===== src/rtl/irq_vec_pkg.sv =====
package irq_vec_pkg;
  localparam int unsigned NUM_SRC  = 8;
  localparam int unsigned IDX_W    = $clog2(NUM_SRC);
  localparam int unsigned VEC_W    = IDX_W + 1;
  localparam logic [NUM_SRC-1:0] RSV_MASK = 8'h20;

  function automatic logic [VEC_W-1:0] slot_addr(input logic [IDX_W-1:0] idx);
    return {idx, 1'b0};
  endfunction
endpackage


===== src/rtl/irq_pending_bank.sv =====
module irq_pending_bank #(
  parameter int unsigned N = 8,
  parameter logic [N-1:0] RSV = '0
) (
  input  logic         clk_i,
  input  logic         rst_ni,
  input  logic [N-1:0] set_i,
  input  logic [N-1:0] clr_i,
  output logic [N-1:0] pend_o
);
  for (genvar g = 0; g < N; g++) begin : g_bit
    if (RSV[g]) begin : g_rsv
      assign pend_o[g] = 1'b0;
    end else begin : g_live
      logic pend_q;
      always_ff @(posedge clk_i or negedge rst_ni) begin
        if (!rst_ni)       pend_q <= 1'b0;
        else if (set_i[g]) pend_q <= 1'b1;  // new request beats clear
        else if (clr_i[g]) pend_q <= 1'b0;
      end
      assign pend_o[g] = pend_q;
    end
  end
endmodule


===== src/rtl/irq_prio_enc.sv =====
module irq_prio_enc #(
  parameter int unsigned N = 8,
  localparam int unsigned IW = $clog2(N)
) (
  input  logic [N-1:0]  cand_i,
  output logic          valid_o,
  output logic [IW-1:0] idx_o
);
  always_comb begin
    valid_o = 1'b0;
    idx_o   = '0;
    for (int i = N - 1; i >= 0; i--) begin
      if (cand_i[i]) begin
        valid_o = 1'b1;
        idx_o   = IW'(i);
      end
    end
  end
endmodule


===== src/rtl/irq_gie_ctrl.sv =====
module irq_gie_ctrl (
  input  logic clk_i,
  input  logic rst_ni,
  input  logic set_i,
  input  logic clr_i,
  output logic gie_o
);
  always_ff @(posedge clk_i or negedge rst_ni) begin
    if (!rst_ni)    gie_o <= 1'b0;
    else if (clr_i) gie_o <= 1'b0;
    else if (set_i) gie_o <= 1'b1;
  end
endmodule


===== src/rtl/irq_vector_ctrl.sv =====
module irq_vector_ctrl
  import irq_vec_pkg::*;
#(
  parameter int unsigned N = NUM_SRC,
  parameter logic [N-1:0] RSV = RSV_MASK,
  localparam int unsigned IW = $clog2(N),
  localparam int unsigned VW = IW + 1
) (
  input  logic          clk_i,
  input  logic          rst_ni,
  input  logic [N-1:0]  req_i,
  input  logic [N-1:0]  en_i,
  input  logic          instr_end_i,
  input  logic          ack_i,
  input  logic          gie_set_i,
  output logic          gie_o,
  output logic          irq_o,
  output logic [VW-1:0] vector_o
);
  logic [N-1:0]  pend;
  logic [N-1:0]  cand;
  logic [N-1:0]  clr;
  logic          win_vld;
  logic [IW-1:0] win_idx;
  logic          irq_q;
  logic [IW-1:0] sel_q;
  logic          ack_ok;
  logic          take;

  assign ack_ok = ack_i & irq_q;
  assign cand   = pend & en_i & ~RSV;
  assign take   = instr_end_i & gie_o & ~irq_q & win_vld;
  assign clr    = ack_ok ? (N'(1) << sel_q) : '0;

  irq_pending_bank #(.N(N), .RSV(RSV)) u_bank (
    .clk_i  (clk_i),
    .rst_ni (rst_ni),
    .set_i  (req_i),
    .clr_i  (clr),
    .pend_o (pend)
  );

  irq_prio_enc #(.N(N)) u_enc (
    .cand_i  (cand),
    .valid_o (win_vld),
    .idx_o   (win_idx)
  );

  irq_gie_ctrl u_gie (
    .clk_i  (clk_i),
    .rst_ni (rst_ni),
    .set_i  (gie_set_i),
    .clr_i  (ack_ok),
    .gie_o  (gie_o)
  );

  always_ff @(posedge clk_i or negedge rst_ni) begin
    if (!rst_ni) begin
      irq_q <= 1'b0;
      sel_q <= '0;
    end else if (ack_ok) begin
      irq_q <= 1'b0;
    end else if (take) begin
      irq_q <= 1'b1;
      sel_q <= win_idx;
    end
  end

  assign irq_o    = irq_q;
  assign vector_o = irq_q ? {sel_q, 1'b0} : '0;
endmodule


===== config.mk =====
export PLATFORM = sky130hd
export DESIGN_NAME = irq_vector_ctrl
export DESIGN_NICKNAME = d
export VERILOG_FILES = /design/src/rtl/irq_vec_pkg.sv /design/src/rtl/irq_pending_bank.sv /design/src/rtl/irq_prio_enc.sv /design/src/rtl/irq_gie_ctrl.sv /design/src/rtl/irq_vector_ctrl.sv
export SDC_FILE = /design/constraint.sdc
export NUM_CORES = 1
export LEC_CHECK = 0
export BUFFER_PORTS_ARGS = -buffer_cell sky130_fd_sc_hd__buf_2
export CAP_MARGIN = 20
export CORE_UTILIZATION = 44
export DETAILED_ROUTE_END_ITERATION = 8
export PLACE_DENSITY = 0.78
export SLEW_MARGIN = 20
export SYNTH_ARGS = -nofsm -noshare
export SYNTH_HDL_FRONTEND = slang
export SYNTH_SLANG_ARGS = --single-unit

===== constraint.sdc =====
create_clock -name clk_i -period 1.55 [get_ports clk_i]
set_input_delay 0.0775 -clock clk_i [delete_from_list [all_inputs] [get_ports clk_i]]
set_output_delay 0.0775 -clock clk_i [all_outputs]
set_load 0.01 [all_outputs]

# [Word level (Yosys, flattened, before mapping)]
# Index checks and enable logic that the tools add are counted.
[totals] inputBits=21 wordCells=62 register_bits=12 out_inout_bits=6
[op_classes] n_bitwise=7 muxes=34 reduce_logical=10 shifts=1
[ops] cell="$mux 1" count=25
[ops] cell="$mux 3" count=7
[ops] cell="$reduce_bool 2->1" count=9
[ops] cell="$and 8x8->8" count=1
[ops] cell="$mux 8" count=1
[ops] cell="$shl 1x3->8 const A" count=1
[ops] cell="$and 1x1->1" count=4
[ops] cell="$mux 4" count=1
[ops] cell="$not 1->1" count=2
[ops] cell="$reduce_and 2->1" count=1

# [Logic depth before layout (Yosys ltp)]
# Gate-level depths: netlist of the first run.
[depth] depth_word=11 depth_mapped=4 ltp_nobuf=4

# [Hierarchy]
# A second synthesis of the first run with hierarchy kept.
[unflattened] cells_unflattened=82 area_unflattened_um2=755.7
[modules_own_cells] mod="irq_vector_ctrl" cells_per_inst=37 n_inst=1 area_each_um2=322.8 seq_area_each_um2=100.1
[modules_own_cells] mod="irq_pending_bank" cells_per_inst=30 n_inst=1 area_each_um2=317.8 seq_area_each_um2=175.2
[modules_own_cells] mod="irq_prio_enc" cells_per_inst=13 n_inst=1 area_each_um2=80.1 seq_area_each_um2=0.0
[modules_own_cells] mod="irq_gie_ctrl" cells_per_inst=2 n_inst=1 area_each_um2=35.0 seq_area_each_um2=25.0

# [Worst setup path after synthesis of the first run]
# No wires, ideal clock.
[synth_path] path_kind="register to register" startpoint="register u_bank.g_bit[4].g_live.pend_q" endpoint="register sel_q[0]" n_path_buf=0 setup_time_ns=0.125 slack_ns=0.260 t_required_ns=1.425 period_less_slack_ns=1.290 arrival_ns=1.165 path_stages_with_launch=5 cell_sequence="dfrtp_1 -> a22oi_2 -> nand2_2 -> o21a_4 -> mux2_4"
[synth_via] elab_chain_len=8 word_cells_on_any_way=13 cone_classes="10 x mux; 2 x bitwise; 1 x reduce/logical"
[synth_rtl] element="start, declared" line="irq_pending_bank.sv:15" text="logic pend_q;"
[synth_rtl] element="start signal, assigned" line="irq_pending_bank.sv:17" text="if (!rst_ni) pend_q <= 1'b0;"
[synth_rtl] element="start signal, assigned" line="irq_pending_bank.sv:18" text="else if (set_i[g]) pend_q <= 1'b1;"
[synth_rtl] element="start signal, assigned" line="irq_pending_bank.sv:19" text="else if (clr_i[g]) pend_q <= 1'b0;"
[synth_rtl] element="$and 8x8->8 *" line="irq_vector_ctrl.sv:31" text="assign cand = pend & en_i & ~RSV;"
[synth_rtl] element="$mux 1 (5 in series)" line="irq_prio_enc.sv:13" text="if (cand_i[i]) begin"
[synth_rtl] element="$and 1x1->1" line="irq_vector_ctrl.sv:32" text="assign take = instr_end_i & gie_o & ~irq_q & win_vld;"
[synth_rtl] element="$reduce_and 2->1 (no line)"
[synth_rtl] element="end signal, assigned" line="irq_vector_ctrl.sv:65" text="sel_q <= win_idx;"
[synth_rtl] element="end, declared" line="irq_vector_ctrl.sv:26" text="logic [IW-1:0] sel_q;"
# Every way passes the cells marked *; elsewhere a longest branch is shown, timed or not.
# A chain may end at the register's enable or synchronous reset.

# [Worst setup path in the final report of the first run]
[layout_path] startpoint="register u_bank.g_bit[2].g_live.pend_q" endpoint="register sel_q[1]"
[layout_via] elab_chain_len=6 word_cells_on_any_way=9 cone_classes="6 x mux; 2 x bitwise; 1 x reduce/logical"
[layout_rtl] element="start, declared" line="irq_pending_bank.sv:15"
[layout_rtl] element="start signal, assigned" line="irq_pending_bank.sv:17"
[layout_rtl] element="start signal, assigned" line="irq_pending_bank.sv:18"
[layout_rtl] element="start signal, assigned" line="irq_pending_bank.sv:19"
[layout_rtl] element="$and 8x8->8 *" line="irq_vector_ctrl.sv:31"
[layout_rtl] element="$mux 1 (3 in series)" line="irq_prio_enc.sv:13"
[layout_rtl] element="$and 1x1->1" line="irq_vector_ctrl.sv:32"
[layout_rtl] element="$reduce_and 2->1 (no line)"
# Marks and branches as above.

==> results of run 1 <==
==> path summary, 6_finish.rpt <==
check                                                          start                                         to  slack (ns)  cells past startpoint
max                        u_bank.g_bit[2].g_live.pend_q$_DFFE_PN0P_                       sel_q[1]$_DFFE_PN0P_        0.15                      4
min                                                        gie_set_i                    u_gie.gie_o$_DFFE_PN0P_        0.02                      2
max reg2reg                u_bank.g_bit[2].g_live.pend_q$_DFFE_PN0P_                       sel_q[1]$_DFFE_PN0P_        0.15                      4
min reg2reg                u_bank.g_bit[3].g_live.pend_q$_DFFE_PN0P_  u_bank.g_bit[3].g_live.pend_q$_DFFE_PN0P_        0.52                      1
max in group asynchronous                                     rst_ni  u_bank.g_bit[1].g_live.pend_q$_DFFE_PN0P_        1.12                      2
min in group asynchronous                                     rst_ni  u_bank.g_bit[4].g_live.pend_q$_DFFE_PN0P_        0.21                      2
==> state kept, by name, summed over array words and instances (netlist names) <==
signal                      cells
u_bank.g_bit.g_live.pend_q      7
sel_q                           3
u_gie.gie_o                     1
irq_o                           1
==> per-layer routing <==
layer / vias up / global-route usage (%)
met5: - / 0
met3: 2 / 3.41
met2: 17 / 36.1
li1: 280 / -
met4: 0 / 10.3
met1: 271 / 26.8
==> per-stage QoR <==
step | utilization [%] | setup WS (ns) | area, um2
after floorplan | - | 0.260 | 622
after global placement | 56.9 | 0.194 | 741
after detailed placement | 56.9 | 0.173 | 741
after global routing | 64.8 | 0.0390 | 843
after CTS | 64.8 | 0.164 | 843
final | 64.8 | 0.153 | 843
==> power by group <==
group	total, mW	internal, mW	leakage (nW)	switching (mW)
Sequential	0.484	0.379	0.123	0.105
Clock	0.192	0.0898	0.0138	0.102
Combinational	0.290	0.168	0.245	0.122
Total	0.966	0.637	0.381	0.329
==> worst register-to-register path, stage by stage, from the launching register on <==
cell and delay (ns):
sky130_fd_sc_hd__dfrtp_1 0.41, sky130_fd_sc_hd__a22oi_1 0.24, sky130_fd_sc_hd__nand2_1 0.12, sky130_fd_sc_hd__o21a_4 0.23, sky130_fd_sc_hd__mux2_4 0.29
==> repair_timing <==
| item | 4_1_cts | 5_1_grt |
|---|---|---|
| endpoints found under the hold margin | 19 | 0 |
| hold buffers | 8 | 0 |
| buffers inserted | 0 | 0 |
==> area by class of cell <==
class / instances / area, um2
multi-input cells: 45 / 303
flip-flops and latches: 12 / 300
well taps: 15 / 18.8
inverters: 1 / 3.75
fillers: 124 / 458
repair buffers: 31 / 195
clock buffers: 3 / 22.5
==> cells in the final DEF (no fill, tap or decap), drive strengths merged, types with 3 or more instances in the layout <==
cell type,Yosys,final
dfrtp,12,12
and2,3,3
nor2,3,3
nand2,9,9
clkbuf,2,3
a21o,6,6
dlygate4sd3,0,8
buf,1,23
a22oi,4,4
==> kinds of logic after synthesis <==
logic type,share of synthesized area (%)
buffers and inverters,3.02
multiplexers,4.83
AO/OA/AOI/OAI,24.1
flip-flops,48.3
AND/OR/NAND/NOR,19.1
other,0.603
==> impl_metrics.xml, run 1 <==
<?xml version="1.0" encoding="UTF-8"?>
<metrics>
  <group name="run_status">
    <metric name="outcome" unit="">finished clean</metric>
  </group>
  <group name="yosys">
    <metric name="synth-seq-cells" unit="">12</metric>
    <metric name="synth_top_cells_by_area" unit="">sky130_fd_sc_hd__dfrtp_1 48%, sky130_fd_sc_hd__a21o_1 7.2%, sky130_fd_sc_hd__mux2_4 4.8%, sky130_fd_sc_hd__nand2_1 4.8%, sky130_fd_sc_hd__a22oi_1 3.6%</metric>
    <metric name="netlist_area" unit="um2">622</metric>
    <metric name="number_of_flops_mapped_to_enable_cells_by_yosys" unit="">0</metric>
    <metric name="synth.cells.most_frequent" unit="">12 x sky130_fd_sc_hd__dfrtp_1, 8 x sky130_fd_sc_hd__nand2_1, 6 x sky130_fd_sc_hd__a21o_1</metric>
    <metric name="post-synth-top-area-cell" unit="">sky130_fd_sc_hd__dfrtp_1</metric>
    <metric name="post_synth.cell_area_avg" unit="um2">10.2</metric>
    <metric name="number_of_warnings_printed_during_yosys_synthesis" unit="">0</metric>
    <metric name="synth_fp_nets" unit="">82</metric>
    <metric name="post_synth_num_cell_types" unit="">26</metric>
    <metric name="syn_inst" unit="">61</metric>
    <metric name="synth_ff_type" unit="">sky130_fd_sc_hd__dfrtp_1</metric>
    <metric name="synthDominantCellAreaShare" unit="%">48.3</metric>
    <metric name="synth_sequential_area_ratio" unit="%">48.3</metric>
    <metric name="synth_async_sr_flop_share" unit="%">100</metric>
    <metric name="yosys.cell_count.top_type" unit="">sky130_fd_sc_hd__dfrtp_1</metric>
  </group>
  <group name="drt">
    <metric name="met2RoutedLength" unit="um">684</metric>
    <metric name="drtAntennaViolNets" unit="">0</metric>
    <metric name="drt_drc_violations_left" unit="">0</metric>
    <metric name="route.vias.total" unit="">570</metric>
    <metric name="drt_first_iter_violations" unit="">22</metric>
    <metric name="via_per_inst" unit="">5.33</metric>
    <metric name="top_layer" unit="">met4</metric>
    <metric name="firstDrtPassIters" unit="">4</metric>
    <metric name="routed_wl" unit="mm">1.37</metric>
    <metric name="post_drt_wl_per_cell" unit="um">12.8</metric>
    <metric name="met3RoutedLength" unit="um">43</metric>
    <metric name="m1_wire_length" unit="um">633</metric>
  </group>
  <group name="placed_design">
    <metric name="dpl.hpwl" unit="um">958</metric>
    <metric name="placed_cells_incl_taps" unit="">96</metric>
    <metric name="place.gp.congestion" unit="">0.699</metric>
    <metric name="portBuffers" unit="">23</metric>
  </group>
  <group name="timing">
    <metric name="fin_tns_setup" unit="ns">0</metric>
    <metric name="setup_violations" unit="">0</metric>
    <metric name="finalHoldViolCount" unit="">0</metric>
    <metric name="skew" unit="ns">0.00437</metric>
    <metric name="slew_violations" unit="">0</metric>
    <metric name="max_freq" unit="MHz">716</metric>
    <metric name="period_share" unit="%">90.1</metric>
    <metric name="unrepaired_setup_endpoints_after_global_routing" unit="">false</metric>
    <metric name="timing.final.crit_period" unit="ns">1.40</metric>
    <metric name="fin_worst_hold_slack" unit="ns">0.0247</metric>
  </group>
  <group name="clock_tree">
    <metric name="clk_latency" unit="ns">0.27</metric>
    <metric name="ctsHtreeMaxLevel" unit="">1</metric>
    <metric name="tritoncts.num_buffers" unit="">3</metric>
    <metric name="cts_root_buf" unit="">sky130_fd_sc_hd__clkbuf_4</metric>
    <metric name="clockBufferDepth" unit="">2</metric>
    <metric name="tritoncts" unit="">done</metric>
    <metric name="cts.reportedPaths.clkPinSlew" unit="ns">0.07</metric>
    <metric name="cts_num_sinks" unit="">12</metric>
    <metric name="cts-resized-gates" unit="">0</metric>
  </group>
  <group name="cells_and_area">
    <metric name="diodes" unit="">0</metric>
    <metric name="stdcell_count" unit="">107</metric>
    <metric name="post_route_cells_drive_above_1_share" unit="%">33.7</metric>
    <metric name="final_net_count" unit="">115</metric>
    <metric name="area.growth.synth_to_final" unit="%">35.6</metric>
  </group>
  <group name="job">
    <metric name="cap_viol_max_count" unit="">0</metric>
  </group>
  <group name="grt">
    <metric name="pin_count_of_the_biggest_net_entering_global_routing" unit="">13</metric>
    <metric name="grt_pass1_wl" unit="mm">2.20</metric>
    <metric name="grt_antenna_before_repair" unit="">0</metric>
    <metric name="first_global_vias" unit="">516</metric>
    <metric name="grt-ovfl-total" unit="">0</metric>
    <metric name="grt.total_usage" unit="%">21.7</metric>
  </group>
  <group name="worst_setup_path">
    <metric name="critical_path.slowest_cell" unit="">sky130_fd_sc_hd__dfrtp_1</metric>
    <metric name="worstPathRequired" unit="ns">1.71</metric>
    <metric name="wp_data_arrival" unit="ns">1.55</metric>
    <metric name="crit_path_max_incr_delay" unit="ns">0.41</metric>
    <metric name="critPathMaxFanout" unit="">3</metric>
    <metric name="path_cells" unit="">a22oi_1 &gt; nand2_1 &gt; o21a_4 &gt; mux2_4</metric>
    <metric name="cp-end-kind" unit="">flop</metric>
    <metric name="worstSetupPathType" unit="">reg2reg</metric>
    <metric name="setup.worst_path.start_class" unit="">flop</metric>
    <metric name="critical_path.n_buffers_inverters" unit="">0</metric>
    <metric name="cpLargestDelayFamily" unit="">compound AO/OA/AOI/OAI gates</metric>
  </group>
  <group name="floorplan">
    <metric name="i_o_pin_cnt" unit="">27</metric>
    <metric name="start_util" unit="%">47.8</metric>
    <metric name="placementRows" unit="">13</metric>
    <metric name="die-height" unit="um">39.6</metric>
    <metric name="die_width" unit="um">39.6</metric>
    <metric name="coreArea" unit="um2">1300</metric>
    <metric name="fp.dieArea" unit="um2">1570</metric>
  </group>
  <group name="power_and_ir_drop">
    <metric name="vdd.ir_drop.worst" unit="mV">0.667</metric>
    <metric name="total_power_draw" unit="uW">966</metric>
    <metric name="power_density" unit="nW/um2">1150</metric>
    <metric name="power.leakage" unit="nW">0.381</metric>
  </group>
  <group name="hold_path">
    <metric name="hp-class" unit="">in2reg</metric>
  </group>
</metrics>
Power figures use the tool's default switching activity.
==> run 2: changes to the inputs <==
Settings changed: CORE_AREA set to 2 2 39 41, CORE_UTILIZATION 44 to not set, DIE_AREA set to 0 0 41 43, GPL_TIMING_DRIVEN set to 0, PLACE_DENSITY 0.78 to 0.82.
Clock period 1.55 ns to 1.7 ns, I/O delays scaled along.
==> impl_metrics.xml, run 2 (same netlist as run 1, synthesis figures left out) <==
<?xml version="1.0" encoding="UTF-8"?>
<metrics>
  <group name="worst_setup_path">
    <metric name="terminus_of_the_critical_flop_to_flop_path" unit="">sel_q[0]$_DFFE_PN0P_</metric>
    <metric name="r2r_cells" unit="">4</metric>
    <metric name="path_cells" unit="">a22oi_1 &gt; nand2_1 &gt; o21a_4 &gt; mux2_4</metric>
    <metric name="cp-startpoint" unit="">u_bank.g_bit[1].g_live.pend_q$_DFFE_PN0P_</metric>
    <metric name="worstSetupPathType" unit="">reg2reg</metric>
    <metric name="critPathMaxFanout" unit="">3</metric>
    <metric name="critical_path.n_buffers_inverters" unit="">0</metric>
    <metric name="wp_data_arrival" unit="ns">1.59</metric>
    <metric name="worstPathRequired" unit="ns">1.87</metric>
    <metric name="cpLargestDelayFamily" unit="">compound AO/OA/AOI/OAI gates</metric>
    <metric name="crit_path_end" unit="">sel_q[0]$_DFFE_PN0P_</metric>
    <metric name="reg2reg_from" unit="">u_bank.g_bit[1].g_live.pend_q$_DFFE_PN0P_</metric>
    <metric name="cp-end-kind" unit="">flop</metric>
    <metric name="setup.worst_path.start_class" unit="">flop</metric>
    <metric name="crit_cells" unit="">4</metric>
    <metric name="ff2ff_setup_slack" unit="ns">0.27</metric>
    <metric name="critical_path.slowest_cell" unit="">sky130_fd_sc_hd__dfrtp_1</metric>
    <metric name="crit_path_max_incr_delay" unit="ns">0.40</metric>
  </group>
  <group name="cells_and_area">
    <metric name="layout.cell_area.non_filler" unit="um2">873</metric>
    <metric name="layout.cells.most_common" unit="">sky130_fd_sc_hd__buf_2</metric>
    <metric name="diodes" unit="">0</metric>
    <metric name="final_net_count" unit="">118</metric>
    <metric name="stdcell_count" unit="">112</metric>
    <metric name="final_cell_mix" unit="">23 x sky130_fd_sc_hd__buf_2, 12 x sky130_fd_sc_hd__dfrtp_1, 8 x sky130_fd_sc_hd__nand2_1, 8 x sky130_fd_sc_hd__dlygate4sd3_1, 6 x sky130_fd_sc_hd__a21o_1</metric>
    <metric name="layout.core_utilization" unit="%">63.1</metric>
    <metric name="flip_flop_count_of_the_largest_register_all_copies_and_words_added" unit="">7</metric>
    <metric name="area.growth.synth_to_final" unit="%">40.4</metric>
    <metric name="top_regs" unit="">u_bank.g_bit.g_live.pend_q x7, sel_q x3</metric>
    <metric name="top_register" unit="">u_bank.g_bit.g_live.pend_q</metric>
    <metric name="post_route_cells_drive_above_1_share" unit="%">34.4</metric>
  </group>
  <group name="floorplan">
    <metric name="coreArea" unit="um2">1380</metric>
    <metric name="start_util" unit="%">44.9</metric>
    <metric name="fp.dieArea" unit="um2">1760</metric>
    <metric name="die-height" unit="um">43</metric>
    <metric name="i_o_pin_cnt" unit="">27</metric>
    <metric name="die_width" unit="um">41</metric>
    <metric name="placementRows" unit="">14</metric>
  </group>
  <group name="placed_design">
    <metric name="dpl.hpwl" unit="mm">1.04</metric>
    <metric name="portBuffers" unit="">23</metric>
    <metric name="placed_cell_area" unit="um2">757</metric>
    <metric name="dp_slack" unit="ns">0.316</metric>
    <metric name="place.gp.congestion" unit="">0.792</metric>
    <metric name="placed_cells_incl_taps" unit="">100</metric>
  </group>
  <group name="grt">
    <metric name="pin_count_of_the_biggest_net_entering_global_routing" unit="">13</metric>
    <metric name="grt.total_usage" unit="%">19.9</metric>
    <metric name="grt-ovfl-total" unit="">0</metric>
    <metric name="grt_antenna_before_repair" unit="">0</metric>
    <metric name="first_global_vias" unit="">577</metric>
    <metric name="grt_pass1_wl" unit="mm">2.28</metric>
  </group>
  <group name="timing">
    <metric name="max_freq" unit="MHz">702</metric>
    <metric name="unrepaired_setup_endpoints_after_global_routing" unit="">false</metric>
    <metric name="setup_violations" unit="">0</metric>
    <metric name="slew_violations" unit="">0</metric>
    <metric name="fin_worst_hold_slack" unit="ns">0.0132</metric>
    <metric name="skew" unit="ns">0.00502</metric>
    <metric name="fin_tns_setup" unit="ns">0</metric>
    <metric name="timing.final.crit_period" unit="ns">1.43</metric>
    <metric name="finalHoldViolCount" unit="">0</metric>
    <metric name="period_share" unit="%">83.8</metric>
    <metric name="final.setup.worst_slack" unit="ns">0.275</metric>
  </group>
  <group name="power_and_ir_drop">
    <metric name="power.leakage" unit="nW">0.396</metric>
    <metric name="total_power_draw" unit="uW">948</metric>
    <metric name="power_density" unit="nW/um2">1090</metric>
    <metric name="vdd.ir_drop.worst" unit="mV">0.585</metric>
  </group>
  <group name="clock_tree">
    <metric name="tritoncts.num_buffers" unit="">3</metric>
    <metric name="cts-resized-gates" unit="">0</metric>
    <metric name="ctsHtreeMaxLevel" unit="">1</metric>
    <metric name="clk_latency" unit="ns">0.28</metric>
    <metric name="tritoncts" unit="">done</metric>
    <metric name="cts_hold_buf" unit="">8</metric>
    <metric name="cts_num_sinks" unit="">12</metric>
    <metric name="clockBufferDepth" unit="">2</metric>
    <metric name="cts_root_buf" unit="">sky130_fd_sc_hd__clkbuf_4</metric>
    <metric name="post-cts-setup-buffers" unit="">0</metric>
    <metric name="cts.reportedPaths.clkPinSlew" unit="ns">0.08</metric>
  </group>
  <group name="drt">
    <metric name="post_drt_wl_per_cell" unit="um">13.0</metric>
    <metric name="via_per_inst" unit="">5.22</metric>
    <metric name="routed_wl" unit="mm">1.45</metric>
    <metric name="route.vias.total" unit="">585</metric>
    <metric name="firstDrtPassIters" unit="">4</metric>
    <metric name="drt_first_iter_violations" unit="">14</metric>
    <metric name="drtAntennaViolNets" unit="">0</metric>
    <metric name="drt_drc_violations_left" unit="">0</metric>
  </group>
  <group name="job">
    <metric name="cap_viol_max_count" unit="">0</metric>
  </group>
  <group name="run_status">
    <metric name="outcome" unit="">finished clean</metric>
  </group>
  <group name="hold_path">
    <metric name="hp-class" unit="">in2reg</metric>
  </group>
</metrics>
[run 2: cell types whose count changed in the layout (fill, tap and decap cells not counted)]
cell,delta
sky130_fd_sc_hd__buf_4,+1
sky130_fd_sc_hd__clkbuf_1,+2
sky130_fd_sc_hd__clkbuf_8,+1
[run 2: worst register-to-register path, cell delays in order (launching register included)]
cell and delay [ns]:
sky130_fd_sc_hd__dfrtp_1 0.40, sky130_fd_sc_hd__a22oi_1 0.25, sky130_fd_sc_hd__nand2_1 0.13, sky130_fd_sc_hd__o21a_4 0.23
sky130_fd_sc_hd__mux2_4 0.30
[run 2: worst min path at each step]
| stage | start | cells after the start | to |
|---|---|---|---|
| finish | gie_set_i | 2 | u_gie.gie_o$_DFFE_PN0P_ |
| global route | gie_set_i | 2 | u_gie.gie_o$_DFFE_PN0P_ |
| CTS | gie_set_i | 2 | u_gie.gie_o$_DFFE_PN0P_ |
| detailed placement | rst_ni | 1 | u_bank.g_bit[4].g_live.pend_q$_DFFE_PN0P_ |
| global placement | rst_ni | 1 | u_bank.g_bit[4].g_live.pend_q$_DFFE_PN0P_ |
| floorplan | rst_ni | 0 | irq_o$_DFFE_PN0P_ |
[run 2: layout make-up]
| type | count | area, um2 |
|---|---|---|
| fill | 119 | 510 |
| multi-input combinational | 45 | 303 |
| sequential | 12 | 300 |
| timing repair buffer | 31 | 195 |
| clock buffer | 4 | 36.3 |
| tap | 16 | 20.0 |
| buffer | 3 | 15.0 |
| inverter | 1 | 3.75 |
[run 2: power by group]
group,internal [mW],switching (mW)
registers,0.345,0.0464
clock network,0.130,0.103
logic,0.163,0.160
[run 2: layer usage]
| layer | vias up | share of wire, % | global-route usage (%) |
|---|---|---|---|
| met5 | - | 0 | 0 |
| met4 | 0 | 4.9 | 16.7 |
| met3 | 9 | 4.7 | 4.71 |
| met2 | 21 | 49 | 30.3 |
| met1 | 269 | 42 | 21.6 |
| li1 | 286 | - | - |
